===== src/rtl/tick_wdog_pkg.sv =====
package tick_wdog_pkg;
  localparam int unsigned ADDR_W  = 2;
  localparam int unsigned DATA_W  = 16;

  localparam logic [ADDR_W-1:0] A_CFG     = 2'd0;
  localparam logic [ADDR_W-1:0] A_RELOAD  = 2'd1;
  localparam logic [ADDR_W-1:0] A_CTRL    = 2'd2;
  localparam logic [ADDR_W-1:0] A_WDOG    = 2'd3;

  localparam int unsigned B_TMR_LOCK  = 3;
  localparam int unsigned B_RESTART   = 0;
  localparam int unsigned B_WD_SERV   = 8;
  localparam int unsigned B_WD_EN     = 10;
  localparam int unsigned B_WD_SEL    = 11;
  localparam int unsigned B_WD_LOCK   = 12;
endpackage


===== src/rtl/tw_prescale.sv =====
module tw_prescale #(
  parameter int unsigned MDIV_W   = 3,
  parameter int unsigned MDIV_MAX = 5
) (
  input  logic              clk_i,
  input  logic              rst_ni,
  input  logic [MDIV_W-1:0] mdiv_i,
  output logic              stb_o
);
  localparam int unsigned CNT_W = (MDIV_MAX > 0) ? MDIV_MAX : 1;

  logic [CNT_W-1:0] cnt_q;
  logic [CNT_W-1:0] mask;

  always_comb begin
    for (int i = 0; i < CNT_W; i++) mask[i] = (32'(i) < 32'(mdiv_i));
  end

  always_ff @(posedge clk_i or negedge rst_ni) begin
    if (!rst_ni) cnt_q <= '0;
    else         cnt_q <= cnt_q + 1'b1;
  end

  assign stb_o = ((cnt_q & mask) == mask);

  // strobes never come back-to-back when dividing
  p_stb_spacing_r1: assert property (@(posedge clk_i) disable iff (!rst_ni)
    (stb_o && mdiv_i != '0 && $stable(mdiv_i)) |=> !stb_o);
endmodule


===== src/rtl/tw_timer.sv =====
module tw_timer #(
  parameter int unsigned W = 16
) (
  input  logic         clk_i,
  input  logic         rst_ni,
  input  logic         stb_i,
  input  logic [W-1:0] reload_i,
  input  logic         restart_i,
  output logic         tick_o
);
  logic [W-1:0] cnt_q;
  logic         pend_q;

  always_ff @(posedge clk_i or negedge rst_ni) begin
    if (!rst_ni) begin
      cnt_q  <= '1;
      pend_q <= 1'b0;
    end else begin
      if (stb_i) begin
        if (pend_q || cnt_q == '0) cnt_q <= reload_i;
        else                       cnt_q <= cnt_q - 1'b1;
        pend_q <= 1'b0;
      end
      if (restart_i) pend_q <= 1'b1;
    end
  end

  assign tick_o = stb_i && (cnt_q == '0) && !pend_q;

  p_dec_r2: assert property (@(posedge clk_i) disable iff (!rst_ni)
    (stb_i && !pend_q && cnt_q != '0) |=> cnt_q == $past(cnt_q) - 1'b1);

  p_wrap_r3: assert property (@(posedge clk_i) disable iff (!rst_ni)
    tick_o |=> cnt_q == $past(reload_i));

  p_restart_done_r6: assert property (@(posedge clk_i) disable iff (!rst_ni)
    (pend_q && stb_i && !restart_i) |=> (!pend_q && cnt_q == $past(reload_i)));

  p_idle_hold_r2: assert property (@(posedge clk_i) disable iff (!rst_ni)
    !stb_i |=> $stable(cnt_q));
endmodule


===== src/rtl/tw_wdog.sv =====
module tw_wdog #(
  parameter int unsigned W = 8
) (
  input  logic         clk_i,
  input  logic         rst_ni,
  input  logic         stb_i,
  input  logic         tick_i,
  input  logic         sel_i,
  input  logic         en_i,
  input  logic         load_i,
  input  logic [W-1:0] preset_i,
  output logic         expired_o
);
  logic [W-1:0] cnt_q;
  logic         ev;

  assign ev = sel_i ? tick_i : stb_i;

  always_ff @(posedge clk_i or negedge rst_ni) begin
    if (!rst_ni) begin
      cnt_q     <= '1;
      expired_o <= 1'b0;
    end else begin
      if (load_i)                              cnt_q <= preset_i;
      else if (en_i && ev && cnt_q != '0)      cnt_q <= cnt_q - 1'b1;
      if (en_i && !load_i && cnt_q == '0)      expired_o <= 1'b1;
    end
  end

  p_sticky_r9: assert property (@(posedge clk_i) disable iff (!rst_ni)
    expired_o |=> expired_o);

  p_no_event_hold_r8: assert property (@(posedge clk_i) disable iff (!rst_ni)
    (!load_i && !(en_i && ev)) |=> $stable(cnt_q));

  p_load_r8: assert property (@(posedge clk_i) disable iff (!rst_ni)
    load_i |=> cnt_q == $past(preset_i));
endmodule


===== src/rtl/tick_wdog_top.sv =====
module tick_wdog_top
  import tick_wdog_pkg::*;
#(
  parameter int unsigned MDIV_W   = 3,
  parameter int unsigned MDIV_MAX = 5,
  parameter int unsigned TMR_W    = 16,
  parameter int unsigned WD_W     = 8
) (
  input  logic              clk_i,
  input  logic              rst_ni,
  input  logic              wr_en_i,
  input  logic [ADDR_W-1:0] wr_addr_i,
  input  logic [DATA_W-1:0] wr_data_i,
  output logic              stb_o,
  output logic              tick_o,
  output logic              wd_expired_o
);
  logic [MDIV_W-1:0] mdiv_q, mdiv_wr;
  logic [TMR_W-1:0]  reload_q;
  logic              tmr_lock_q;
  logic [WD_W-1:0]   wd_preset_q, wd_load_val;
  logic              wd_en_q, wd_sel_q, wd_lock_q;
  logic              wr_cfg, wr_rld, wr_ctrl, wr_wd;
  logic              restart, wd_load;

  assign wr_cfg  = wr_en_i && wr_addr_i == A_CFG    && !tmr_lock_q;
  assign wr_rld  = wr_en_i && wr_addr_i == A_RELOAD && !tmr_lock_q;
  assign wr_ctrl = wr_en_i && wr_addr_i == A_CTRL;
  assign wr_wd   = wr_en_i && wr_addr_i == A_WDOG;

  assign mdiv_wr = (32'(wr_data_i[MDIV_W-1:0]) > MDIV_MAX) ? MDIV_W'(MDIV_MAX)
                                                           : wr_data_i[MDIV_W-1:0];
  assign restart = wr_ctrl && wr_data_i[B_RESTART];
  // unlocked config write or any service reloads the watchdog
  assign wd_load     = wr_wd && (!wd_lock_q || wr_data_i[B_WD_SERV]);
  assign wd_load_val = wd_lock_q ? wd_preset_q : wr_data_i[WD_W-1:0];

  always_ff @(posedge clk_i or negedge rst_ni) begin
    if (!rst_ni) begin
      mdiv_q      <= '0;
      reload_q    <= '1;
      tmr_lock_q  <= 1'b0;
      wd_preset_q <= '1;
      wd_en_q     <= 1'b0;
      wd_sel_q    <= 1'b0;
      wd_lock_q   <= 1'b0;
    end else begin
      if (wr_cfg) begin
        mdiv_q     <= mdiv_wr;
        tmr_lock_q <= wr_data_i[B_TMR_LOCK];
      end
      if (wr_rld) reload_q <= wr_data_i[TMR_W-1:0];
      if (wr_wd && !wd_lock_q) begin
        wd_preset_q <= wr_data_i[WD_W-1:0];
        wd_en_q     <= wr_data_i[B_WD_EN];
        wd_sel_q    <= wr_data_i[B_WD_SEL];
        wd_lock_q   <= wr_data_i[B_WD_LOCK];
      end
    end
  end

  tw_prescale #(.MDIV_W(MDIV_W), .MDIV_MAX(MDIV_MAX)) u_presc (
    .clk_i (clk_i), .rst_ni (rst_ni), .mdiv_i (mdiv_q), .stb_o (stb_o)
  );

  tw_timer #(.W(TMR_W)) u_timer (
    .clk_i (clk_i), .rst_ni (rst_ni), .stb_i (stb_o),
    .reload_i (reload_q), .restart_i (restart), .tick_o (tick_o)
  );

  tw_wdog #(.W(WD_W)) u_wdog (
    .clk_i (clk_i), .rst_ni (rst_ni), .stb_i (stb_o), .tick_i (tick_o),
    .sel_i (wd_sel_q), .en_i (wd_en_q), .load_i (wd_load),
    .preset_i (wd_load_val), .expired_o (wd_expired_o)
  );

  p_tmr_lock_hold_r7: assert property (@(posedge clk_i) disable iff (!rst_ni)
    tmr_lock_q |=> (tmr_lock_q && $stable(reload_q) && $stable(mdiv_q)));

  p_wd_lock_hold_r10: assert property (@(posedge clk_i) disable iff (!rst_ni)
    wd_lock_q |=> (wd_lock_q && $stable(wd_en_q) && $stable(wd_preset_q) && $stable(wd_sel_q)));

  p_mdiv_range_r1: assert property (@(posedge clk_i) disable iff (!rst_ni)
    32'(mdiv_q) <= MDIV_MAX);
endmodule


===== config.mk =====
export PLATFORM = sky130hd
export DESIGN_NAME = tick_wdog_top
export DESIGN_NICKNAME = d
export VERILOG_FILES = /design/src/rtl/tick_wdog_pkg.sv /design/src/rtl/tw_prescale.sv /design/src/rtl/tw_timer.sv /design/src/rtl/tw_wdog.sv /design/src/rtl/tick_wdog_top.sv
export SDC_FILE = /design/constraint.sdc
export NUM_CORES = 1
export LEC_CHECK = 0
export BUFFER_PORTS_ARGS = -buffer_cell sky130_fd_sc_hd__buf_2
export CAP_MARGIN = 10
export CORE_MARGIN = 2
export CORE_UTILIZATION = 45
export DETAILED_ROUTE_END_ITERATION = 10
export PLACE_DENSITY_LB_ADDON = 0.3
export SETUP_SLACK_MARGIN = 0.5
export SLEW_MARGIN = 25
export SYNTH_ARGS = -nofsm -noshare
export SYNTH_HDL_FRONTEND = slang
export SYNTH_HIERARCHICAL = 1
export SYNTH_SLANG_ARGS = --single-unit

===== constraint.sdc =====
create_clock -name clk_i -period 4 [get_ports clk_i]
set_input_delay 0.4 -clock clk_i [delete_from_list [all_inputs] [get_ports clk_i]]
set_output_delay 0.4 -clock clk_i [all_outputs]
set_load 0.02 [all_outputs]

==> results.json <==
{
  "ys_top_cells_by_count": "48 x dfstp_2, 27 x mux2_2, 21 x nand2_1",
  "cts-root-buf": "clkbuf_8",
  "clk_latency_ns": 0.34,
  "via_per_inst": 5.63,
  "synth.cell_area_um2": 3380,
  "htree_num_levels": 3,
  "synthDistinctLibCells": 62,
  "ys_async_sr_fraction": 1.00,
  "finalSetupViolations": 0,
  "syn2layout_area_growth_pct": 11.9,
  "power_mw": 2.79,
  "worst_pin_slew_ns": 0.911,
  "fillers": 656,
  "rows": 31,
  "max_slew_margin": 0.393,
  "core_um2": 7250,
  "routed_wl_um": 7180,
  "max-vdd-ir-drop_uv": 307,
  "hold_class": "in2async",
  "synth_enable_flop_cells": 0,
  "cts_setup_buffers": 0,
  "netlist.area_leader.share": 0.373,
  "cts.repair.resized": 0,
  "diodes": 0,
  "rsz0062_at_grt": "false",
  "synthTopCellsByArea": "dfstp_2 37%, dfrtp_1 10%, mux2_2 9.0%",
  "p_leak_nw": 1.53,
  "timing.fmax_mhz": 351,
  "cts_tree": "done",
  "crit_path_start_kind": "flip-flop",
  "final.setup.worst_slack_ns": 1.15,
  "io_pins": 24,
  "ys_seq_area_frac": 0.477,
  "first_iter_violations": 145,
  "path_class": "reg2reg",
  "routedWlPerCell_um": 17.1,
  "endpoint_kind": "flip-flop",
  "drv_slew": 0,
  "cpPeakStageDelay_ns": 0.54,
  "status": "completed",
  "arrival_ns": 3.11,
  "die_w_um": 90.7,
  "dpl-instance-area_um2": 3540,
  "clock_sinks": 62,
  "pre_cts_ws_ns": 1.27,
  "ys_warn_count": 6,
  "synth-adder-area-share": 0.0148,
  "grt_max_degree": 41,
  "dp.cells": 405,
  "drtPass1Iterations": 4,
  "cts_buffers": 9,
  "whs_ns": 0.180,
  "synth-compound-area-share": 0.142,
  "syn_inst": 293,
  "synth-seq-cells": 62,
  "synth_xor_area_frac": 0.0129,
  "syn-num-nets": 318,
  "stdcell_count": 421,
  "die_h_um": 90.7,
  "hpwlAfterDp_um": 4960,
  "critPathRequiredTime_ns": 4.26,
  "max-cap-violations": 0,
  "yosysTopAreaCell": "dfstp_2",
  "min_period_ns": 2.85,
  "start_util": 0.466,
  "final_cell_area_um2": 3780,
  "finClkSkew_ns": 0.00999,
  "synth_flop_cell": "dfstp_2",
  "grt.overflow.total": 0,
  "drcViolationCount": 0,
  "grt_pass1_vias": 2483,
  "portBuffers": 23,
  "hold_buffers": 0,
  "clk_pin_slew_worst_paths_ns": 0.08,
  "synth_most_common_cell": "dfstp_2",
  "ant_nets": 0,
  "slowest_stage": "or4_4",
  "hold_viol": 0,
  "p_per_area_nw_per_um2": 737,
  "drive_above_1_share": 0.435,
  "fin_crit_sh": 0.713,
  "final_util": 0.522,
  "avgSynthCellArea_um2": 11.5,
  "grt_usage": 0.188,
  "place_congestion": 0.844,
  "synthMuxAreaShare": 0.158,
  "path_max_fanout": 7,
  "synthSimpleGateAreaFrac": 0.142,
  "layout.nets": 342,
  "grt_first_pass_wirelength_um": 12100,
  "worstPathCellList": "or4_4 > nor3_1 > nand2_1 > nor2_1 > mux2_2 > o2111ai_1 > or4_1 > a31oi_1",
  "synth_top_family_by_area": "multiplexers",
  "antenna_found_initial": 0,
  "num_vias": 2372,
  "clock_path_buffers": 2,
  "setup_tns_ns": 0,
  "die-area_um2": 8220
}
worst paths after layout:
path                                         startpoint                     endpoint  slack, ns  depth (start not counted)
max                        u_timer/cnt_q[7]$_DFFE_PN1P_  u_wdog/cnt_q[7]$_DFFE_PN1P_       1.15                          8
min                                              rst_ni        wd_lock_q$_DFFE_PN0P_       0.18                          1
max in group asynchronous                        rst_ni     reload_q[10]$_DFFE_PN1P_       2.92                          2
min in group clk_i                        wr_data_i[14]     reload_q[14]$_DFFE_PN1P_       0.29                          2
max reg2reg                u_timer/cnt_q[7]$_DFFE_PN1P_  u_wdog/cnt_q[7]$_DFFE_PN1P_       1.15                          8
min reg2reg                  u_presc/cnt_q[4]$_DFF_PN0_   u_presc/cnt_q[4]$_DFF_PN0_       0.49                          1
cells in the final DEF (no fill, tap or decap), drive strengths merged, types with 5 or more instances in the layout:
cell type / n
mux2i: 8
dfrtp: 14
o21ai: 13
a2bb2oi: 5
a21oi: 12
nor3: 5
nor2: 18
or4: 7
nand2: 21
o211ai: 5
mux2: 37
dfstp: 48
inv: 13
clkbuf: 9
buf: 27
nand3: 15
report_power, final:
group	switching, mW	leakage (nW)	total, mW	internal (mW)
combinational	0.413	0.745	0.810	0.397
clock	0.263	0.116	0.679	0.416
sequential	0.247	0.671	1.30	1.05
worst max-delay path, delay by kind of cell (launching register included):
| kind | cells | cell delay (ns) |
|---|---|---|
| mux | 1 | 0.25 |
| flops | 1 | 0.41 |
| simple gates | 5 | 1.70 |
| compound gates | 2 | 0.41 |
logic make-up after synthesis:
kind of cell / count (synthesis)
compound gates: 63
mux: 45
flops: 62
xor+xnor: 5
simple gates: 86
fa+ha+maj: 4
buf+inv: 28
layer usage:
layer,global-route usage,wire length (µm)
met2,0.303,3600
met4,0.0731,93
met5,0,0
met1,0.239,3240
met3,0.0518,244
area by class of cell:
cell class              count  area (µm²)  share of cell area
clock buffers               9         124              0.0327
well taps                  99         124              0.0327
clock inverters             7         123              0.0324
multi-input cells         203        1600               0.424
repair buffers             27         145              0.0384
flip-flops and latches     62        1610               0.426
inverters                  14        52.6              0.0139
sequential cells by signal (all words and copies together), names as in the netlist:
name	count
u_wdog/expired_o	1
wd_sel_q	1
u_timer/pend_q	1
u_wdog/cnt_q	8
reload_q	16
wd_preset_q	8
tmr_lock_q	1
wd_lock_q	1
u_presc/cnt_q	5
wd_en_q	1
u_timer/cnt_q	16
mdiv_q	3
Note: power is estimated with default switching activity, not from simulation.
